[src/rtl/dac_bank_pkg.sv]
// Package: shared offsets and reset constants for the DAC register bank.
// Assumes byte offsets on a 4-bit address and at most four channels.
package dac_bank_pkg;
    localparam int unsigned RANGE_OFS  = 8;
    localparam int unsigned STROBE_OFS = 9;
    localparam int unsigned CTRL_OFS   = 15;

    typedef enum logic [1:0] {
        RNG_UNI5  = 2'd0,
        RNG_UNI10 = 2'd1,
        RNG_BIP5  = 2'd2,
        RNG_BIP10 = 2'd3
    } dac_range_e;

    localparam dac_range_e RST_RANGE = RNG_BIP5;
endpackage

[src/rtl/dac_addr_decode.sv]
// Module: turns a write request into one-hot write enables per register.
// Assumes channel n sits at byte offset 2n; other offsets come from the package.
module dac_addr_decode #(
    parameter int NCH    = 4,
    parameter int ADDR_W = 4
) (
    input  logic              wr_en,
    input  logic [ADDR_W-1:0] wr_addr,
    output logic [NCH-1:0]    ch_wr,
    output logic              range_wr,
    output logic              strobe_wr,
    output logic              ctrl_wr
);
    import dac_bank_pkg::*;

    // per-channel data write enables
    for (genvar n = 0; n < NCH; n++) begin : g_ch
        assign ch_wr[n] = wr_en && (wr_addr == ADDR_W'(2 * n));
    end

    // configuration and strobe enables
    assign range_wr  = wr_en && (wr_addr == ADDR_W'(RANGE_OFS));
    assign strobe_wr = wr_en && (wr_addr == ADDR_W'(STROBE_OFS));
    assign ctrl_wr   = wr_en && (wr_addr == ADDR_W'(CTRL_OFS));
endmodule

[src/rtl/dac_cfg_regs.sv]
// Module: holds the packed range register and the synchronized-mode bit.
// Assumes the range register is 2 bits per channel; reset gives bipolar 5 V.
module dac_cfg_regs #(
    parameter int NCH     = 4,
    parameter int RANGE_W = 2 * NCH
) (
    input  logic               clk,
    input  logic               rst_n,
    input  logic               range_wr,
    input  logic               ctrl_wr,
    input  logic [RANGE_W-1:0] range_in,
    input  logic               mode_in,
    output logic [RANGE_W-1:0] range_q,
    output logic               sync_mode
);
    import dac_bank_pkg::*;

    // range register: loaded from the write bus, reset to bipolar 5 V everywhere
    always_ff @(posedge clk) begin
        if (!rst_n)        range_q <= {NCH{RST_RANGE}};
        else if (range_wr) range_q <= range_in;
    end

    // mode bit: set means staged values wait for the strobe
    always_ff @(posedge clk) begin
        if (!rst_n)       sync_mode <= 1'b0;
        else if (ctrl_wr) sync_mode <= mode_in;
    end
endmodule

[src/rtl/dac_channel.sv]
// Module: one channel, with a staging register and an output register for code and range.
// Assumes one write per cycle, so a data write and a strobe never coincide.
module dac_channel #(
    parameter int CODE_W = 12
) (
    input  logic              clk,
    input  logic              rst_n,
    input  logic              ch_wr,
    input  logic              release_all,
    input  logic              sync_mode,
    input  logic [CODE_W-1:0] code_in,
    input  logic [1:0]        range_field,
    output logic [CODE_W-1:0] stage_q,
    output logic [CODE_W-1:0] out_code,
    output logic [1:0]        out_range
);
    import dac_bank_pkg::*;

    localparam logic [CODE_W-1:0] MIDSCALE = CODE_W'(1) << (CODE_W - 1);

    // staging register: takes every data write for this channel
    always_ff @(posedge clk) begin
        if (!rst_n)     stage_q <= MIDSCALE;
        else if (ch_wr) stage_q <= code_in;
    end

    // output register: direct write in plain mode, staged value on release
    always_ff @(posedge clk) begin
        if (!rst_n) begin
            out_code  <= MIDSCALE;
            out_range <= RST_RANGE;
        end else if (ch_wr && !sync_mode) begin
            out_code  <= code_in;
            out_range <= range_field;
        end else if (release_all) begin
            out_code  <= stage_q;
            out_range <= range_field;
        end
    end
endmodule

[src/rtl/dac_sync_bank.sv]
// Module: top of the DAC register bank. Decodes writes, holds the channels and
// the configuration, and returns read data combinationally.
// Assumes NCH <= 4 so that channels, range (8) and strobe (9) do not overlap.
module dac_sync_bank #(
    parameter int NCH    = 4,
    parameter int CODE_W = 12,
    parameter int ADDR_W = 4,
    parameter int DATA_W = 16
) (
    input  logic                    clk,
    input  logic                    rst_n,
    input  logic                    wr_en,
    input  logic [ADDR_W-1:0]       wr_addr,
    input  logic [DATA_W-1:0]       wr_data,
    input  logic [ADDR_W-1:0]       rd_addr,
    output logic [DATA_W-1:0]       rd_data,
    output logic [NCH*CODE_W-1:0]   dac_code,
    output logic [2*NCH-1:0]        dac_range
);
    import dac_bank_pkg::*;

    localparam int RANGE_W = 2 * NCH;

    logic [NCH-1:0]        ch_wr;
    logic                  range_wr;
    logic                  strobe_wr;
    logic                  ctrl_wr;
    logic [RANGE_W-1:0]    range_q;
    logic                  sync_mode;
    logic                  release_all;
    logic [NCH*CODE_W-1:0] stage_flat;

    dac_addr_decode #(.NCH(NCH), .ADDR_W(ADDR_W)) u_dec (
        .wr_en     (wr_en),
        .wr_addr   (wr_addr),
        .ch_wr     (ch_wr),
        .range_wr  (range_wr),
        .strobe_wr (strobe_wr),
        .ctrl_wr   (ctrl_wr)
    );

    dac_cfg_regs #(.NCH(NCH), .RANGE_W(RANGE_W)) u_cfg (
        .clk       (clk),
        .rst_n     (rst_n),
        .range_wr  (range_wr),
        .ctrl_wr   (ctrl_wr),
        .range_in  (wr_data[RANGE_W-1:0]),
        .mode_in   (wr_data[0]),
        .range_q   (range_q),
        .sync_mode (sync_mode)
    );

    // the strobe only acts in synchronized mode
    assign release_all = strobe_wr && sync_mode;

    for (genvar n = 0; n < NCH; n++) begin : g_chan
        dac_channel #(.CODE_W(CODE_W)) u_ch (
            .clk         (clk),
            .rst_n       (rst_n),
            .ch_wr       (ch_wr[n]),
            .release_all (release_all),
            .sync_mode   (sync_mode),
            .code_in     (wr_data[CODE_W-1:0]),
            .range_field (range_q[2*n +: 2]),
            .stage_q     (stage_flat[n*CODE_W +: CODE_W]),
            .out_code    (dac_code[n*CODE_W +: CODE_W]),
            .out_range   (dac_range[2*n +: 2])
        );
    end

    // read mux: staged codes, range byte, mode bit, zero elsewhere
    always_comb begin
        rd_data = '0;
        for (int n = 0; n < NCH; n++) begin
            if (rd_addr == ADDR_W'(2 * n))
                rd_data = DATA_W'(stage_flat[n*CODE_W +: CODE_W]);
        end
        if (rd_addr == ADDR_W'(RANGE_OFS)) rd_data = DATA_W'(range_q);
        if (rd_addr == ADDR_W'(CTRL_OFS))  rd_data = DATA_W'(sync_mode);
    end
endmodule

[config.mk]
export PLATFORM = sky130hd
export DESIGN_NAME = dac_sync_bank
export DESIGN_NICKNAME = d
export VERILOG_FILES = /design/src/rtl/dac_bank_pkg.sv /design/src/rtl/dac_addr_decode.sv /design/src/rtl/dac_cfg_regs.sv /design/src/rtl/dac_channel.sv /design/src/rtl/dac_sync_bank.sv
export SDC_FILE = /design/constraint.sdc
export NUM_CORES = 1
export LEC_CHECK = 0
export BUFFER_PORTS_ARGS = -buffer_cell sky130_fd_sc_hd__buf_2
export CAP_MARGIN = 20
export CORE_MARGIN = 3
export CORE_UTILIZATION = 37
export DETAILED_ROUTE_END_ITERATION = 12
export PLACE_DENSITY_LB_ADDON = 0.2
export SLEW_MARGIN = 20
export SYNTH_ARGS = -nofsm -noshare
export SYNTH_HDL_FRONTEND = slang
export SYNTH_HIERARCHICAL = 1
export SYNTH_SLANG_ARGS = --single-unit
[constraint.sdc]
create_clock -name clk -period 1.38 [get_ports clk]
set_input_delay 0.138 -clock clk [delete_from_list [all_inputs] [get_ports clk]]
set_output_delay 0.138 -clock clk [all_outputs]
set_load 0.05 [all_outputs]
==> Word level (Yosys, flattened, before mapping) <==
Cells that the tools add are included.
{ "op_classes": {"n_mux": 22, "reduce_logical": 19, "n_eq_ne": 11} }
{ "ops": {"columns": ["cell", "count"], "rows": [
  ["12-bit 2-to-1 mux", 9],
  ["16-bit 2-to-1 mux", 5],
  ["4-bit equality test, second input constant", 5],
  ["4-bit by 3-bit equality test with 1-bit output, second input constant", 4],
  ["2-bit 2-to-1 mux", 8],
  ["1-bit logical AND", 12],
  ["4-bit by 2-bit equality test with 1-bit output, second input constant", 2],
  ["4-bit zero test", 2],
  ["2-bit nonzero test", 4],
  ["1-bit zero test", 1]
]} }
{ "totals": {"word_cells": 66, "ff_bits": 113} }

==> Depth between registers and ports, before layout <==
{ "depth": {"depth_word": 7, "mapped_depth": 7} }

==> By module <==
The synthesis kept the hierarchy.
{ "modules_own_cells": {"columns": ["mod", "cells_each", "area_each_um2", "n_inst"], "rows": [
  ["dac_channel", 103, 1101.1, 4],
  ["dac_sync_bank", 114, 718.2, 1],
  ["dac_cfg_regs", 28, 327.8, 1],
  ["dac_addr_decode", 11, 101.3, 1]
]} }

==> Worst setup path after synthesis <==
No wires, ideal clock.
{ "synth_path": {"kind": "input to output", "startpoint": "in rd_addr[2]", "endpoint": "out rd_data[1]", "setup_slack_ns": -0.428, "path_stages": 6, "path_buffers": 2, "arrival_time_ns": 1.670, "cell_sequence": "buf_6 or3b_1 buf_6 a21oi_2 a31oi_1 a21oi_1"} }
{ "synth_via": {"elab_chain_len": 7, "elab_cells_between_ends": 12} }
{ "synth_lines": {"columns": ["element", "line_no", "text"], "rows": [
  ["start, declared", "dac_sync_bank.sv:15", "input logic [ADDR_W-1:0] rd_addr,"],
  ["4-bit zero test", "dac_sync_bank.sv:75", "if (rd_addr == ADDR_W'(2 * n))"],
  ["12-bit 2-to-1 mux", "dac_sync_bank.sv:75", null],
  ["16-bit 2-to-1 mux (3 in a row)", "dac_sync_bank.sv:75", null],
  ["16-bit 2-to-1 mux", "dac_sync_bank.sv:78", "if (rd_addr == ADDR_W'(RANGE_OFS)) rd_data = DATA_W'(range_q);"],
  ["16-bit 2-to-1 mux *", "dac_sync_bank.sv:79", "if (rd_addr == ADDR_W'(CTRL_OFS)) rd_data = DATA_W'(sync_mode);"],
  ["end, declared", "dac_sync_bank.sv:16", "output logic [DATA_W-1:0] rd_data,"]
]} }
Every way passes the cells marked *; elsewhere a longest branch is shown, timed or not.

==> Worst setup path in the final report <==
{ "layout_path": {"startpoint": "reg g_chan[3].u_ch.stage_q[8]", "endpoint": "out rd_data[8]"} }
{ "layout_via": {"elab_chain_len": 3} }
{ "layout_lines": {"columns": ["element", "line_no", "text"], "rows": [
  ["start, declared", "dac_channel.sv:13", "output logic [CODE_W-1:0] stage_q,"],
  ["start signal, assigned", "dac_channel.sv:24", "else if (ch_wr) stage_q <= code_in;"],
  ["16-bit 2-to-1 mux", "dac_sync_bank.sv:75", null],
  ["16-bit 2-to-1 mux", "dac_sync_bank.sv:78", null],
  ["16-bit 2-to-1 mux", "dac_sync_bank.sv:79", null]
]} }
Every way passes these cells.

==> results.md <==
* Initial Util at 0.3805
* Final hold vios at 0
* Unrepaired setup endpoints after global routing: yes
* Yosys cell types at 39
* Synthesized area at approximately 5600 sq um
* Clock Latency Late Sink at about 420 ps
* Post-CTS Hold Buffers at 0
* Peak Freq at between 0.5 and 0.6 GHz
* Min-Delay Endpoint: g_chan[1].u_ch/out_code[3]$_SDFFE_PN0P_
* Status: finished with violations
* Routed wire length at 17140 um
* Ys flop type: dfxtp_1
* Antenna Nets Post-Route at 0
* Worst setup margin at -295.2 ps
* DR iter-0 viols at between 200 and 300
* Initial antenna violation count at 0
* Largest family of logic cells by synthesized area: multiplexers
* Clock-pin transition on the worst setup and hold timing paths at 50 ps
* Input/output buffers at 90
* Die Y at 128.5 um
* Vias per cell at ~5.2
* Setup violators final at 12
* Cell area after layout at 7567 sq um
* Post-Synth XOR/XNOR Area at 0
* Worst vdd ir at 0.8554 mV
* Clk root buf: clkbuf_16
* Critical path, cell by cell: mux4_2 > and2_4 > buf_8
* Data arrival, critical path at 1540 ps
* Synth top area cells: dfxtp_1 (41%), mux2i_1 (18%), nor2b_1 (6.0%)
* CP Data Required Time at 1240 ps
* Post-layout min period at 1675 ps
* Longest Clk Path Bufs at 2
* CTS Sinks at 113
* Post-synth top area share at 0.4075
* Wirelength per Cell at 19.02 um
* Min-delay src: rst_n
* Filler cell count at 1336
* Register Area at 2313 sq um
* IO Pins at 99
* Placed cell area at 6467 sq um
* DR pass1 iterations at 5
* Crit Path Category: register to output pin
* Most area-hungry cell type in the Yosys netlist: dfxtp_1
* Reg-to-Reg Start: u_cfg/sync_mode$_SDFFE_PN0P_
* R2R cell count at 5
* Worst Hold Class: input pin to register
* ANT cells at 0
* Area Growth Syn to Fin at 36.31%
* Crit-path slowest cell: mux4_2
* CP Launch Type: register
* Hold slack at 28.80 ps
* Largest net degree at the start of global routing at 65
* H-tree depth at 4
* Via count at 4652
* DP HPWL at 11630 um
* Register area share after synthesis at 0.4075
* Share of layout cells above drive strength 1 at 0.4365
* Pwr/cell area at 1169 nW/um^2
* CP Max Fanout at 2
* Num CTS Buffers at 17
* Leak Pwr at between 2 and 3 nW
* Skew final at 4.311 ps
* Adder-cell share of the synthesized area at 0
* Seq cells post-synth at 113
* Layout Nets at 731
* Count leader, synth: dfxtp_1
* DRC Markers at 0
* Final number of max-transition violations at 0
* Crit share post-route at 1.214
* Crit. End Element: output pin
* Multi-input gate area at 3073 sq um
* CP peak stage delay at 480 ps
* Die X-Extent at approximately 130 um
* Reg-to-reg setup timing slack at ~90 ps
* R2r endpoint: g_chan[3].u_ch/out_code[8]$_SDFFE_PN0P_
* Mapped Cells at around 570
* Failing checks: negative setup slack
* Area of the die at 16510 sq um
* Hold Crit Depth at 3
* Synth Area per Inst at 9.826 sq um
* Tot GR Track Use at 0.2080
* Number of global-route vias before repair at ~4700
* Final Wtd Congestion at roughly 0.89
* Simple-Gate Fraction of Synth Area at 0.1481
* Post-synth ARST share at 0
* Area fraction in compound gates after synthesis at 0.1560
* CTS tree: yes
* Yosys Warn Count at 6
* Most frequent cells after synthesis: dfxtp_1 (113), mux2i_1 (101), a21oi_1 (59)
* FP Rows at 44
* Grt total ovfl at 0
* Setup tns final at -2586 ps
* First-pass GRT wire length at 25950 um
* Max-Cap Viols at 0
* Mux contribution to synthesized area at 0.1983
* Post-synth EDFFs at 0
* Placeable Area at 14590 sq um
* Final Core Density at 0.5187
==> kinds of logic (layout without fill, tap and decap cells) <==
family          Yosys count  count (layout)
mux                     105             105
buf+inv                  66             215
other cells               1               4
compound gates          155             155
simple gates            125             125
flops                   113             113
==> layer usage <==
metal | track usage | up-vias | part of all wire | wire (um)
met5 | 0 | - | 0 | 0
met4 | 0.08956 | 0 | 0.026 | 439
met3 | 0.05189 | 30 | 0.046 | 786
met2 | 0.3374 | 130 | 0.49 | 8338
met1 | 0.2635 | 2218 | 0.44 | 7572
li1 | - | 2274 | - | -
==> worst max-delay path, delay by kind of cell, from the launching register on <==
family        cells  cell delay (ps)
flops             1              320
simple gates      1              170
mux               1              480
buf+inv           1              140
==> placed cells by master (no fill, tap or decap), drive strengths merged, types with 6 or more instances in the layout <==
cell type	Yosys	layout
mux2i	101	101
nand4b	7	7
nor2b	53	53
a21oi	66	66
clkbuf	4	21
clkinv	0	7
o21ai	67	67
dfxtp	113	113
buf	46	166
nor3	10	10
inv	16	16
nand2	18	18
nor2	6	6
nand3	6	6
a31oi	7	7
==> metrics by stage <==
step	setup WS [ps]	cells	power (mW)
after floorplan	-6.725	568	3.947
after global placement	-204.9	851	4.228
after detailed placement	-236.6	851	4.239
after CTS	-295.0	899	8.890
after global routing	-313.8	901	9.152
final	-295.2	901	8.847
==> how the worst max path moves through the flow <==
stage	start	to	slack, ps	depth (start not counted)
3_3_place_gp	rd_addr[1]	rd_data[5]	-200	6
3_5_place_dp	rd_addr[1]	rd_data[2]	-240	6
6_report	g_chan[3].u_ch/stage_q[8]$_SDFFE_PN0P_	rd_data[8]	-300	3
5_1_grt	g_chan[2].u_ch/stage_q[8]$_SDFFE_PN0P_	rd_data[8]	-310	3
4_1_cts	g_chan[2].u_ch/stage_q[8]$_SDFFE_PN0P_	rd_data[8]	-300	3
2_1_floorplan	rd_addr[2]	rd_data[1]	-7	6
==> report_power, final <==
group / internal, mW / switching (mW)
clock: 3.09 / 1.50
combinational: 0.315 / 0.587
sequential: 3.32 / 0.0380
total: 6.72 / 2.13
==> sequential cells by signal (all words and copies together) (netlist names) <==
signal,count
g_chan.u_ch/out_code,48
g_chan.u_ch/out_range,8
u_cfg/sync_mode,1
g_chan.u_ch/stage_q,48
u_cfg/range_q,8
==> layout make-up <==
cell class | instances | area share
Clock buffer | 20 | 0.06035
Inverter | 16 | 0.007937
Tap cell | 184 | 0.03042
Sequential cell | 113 | 0.3057
Timing Repair Buffer | 167 | 0.1680
Clock inverter | 12 | 0.02149
Multi-Input combinational cell | 389 | 0.4061
==> what timing repair did <==
action	in CTS	in global routing
resized for setup	105	15
setup buffers	16	1
hold endpoints to repair	0	0
gates cloned	0	1
setup endpoints to repair	12	13
pin swaps	28	10
No activity file was read; power rests on OpenSTA's default activity.
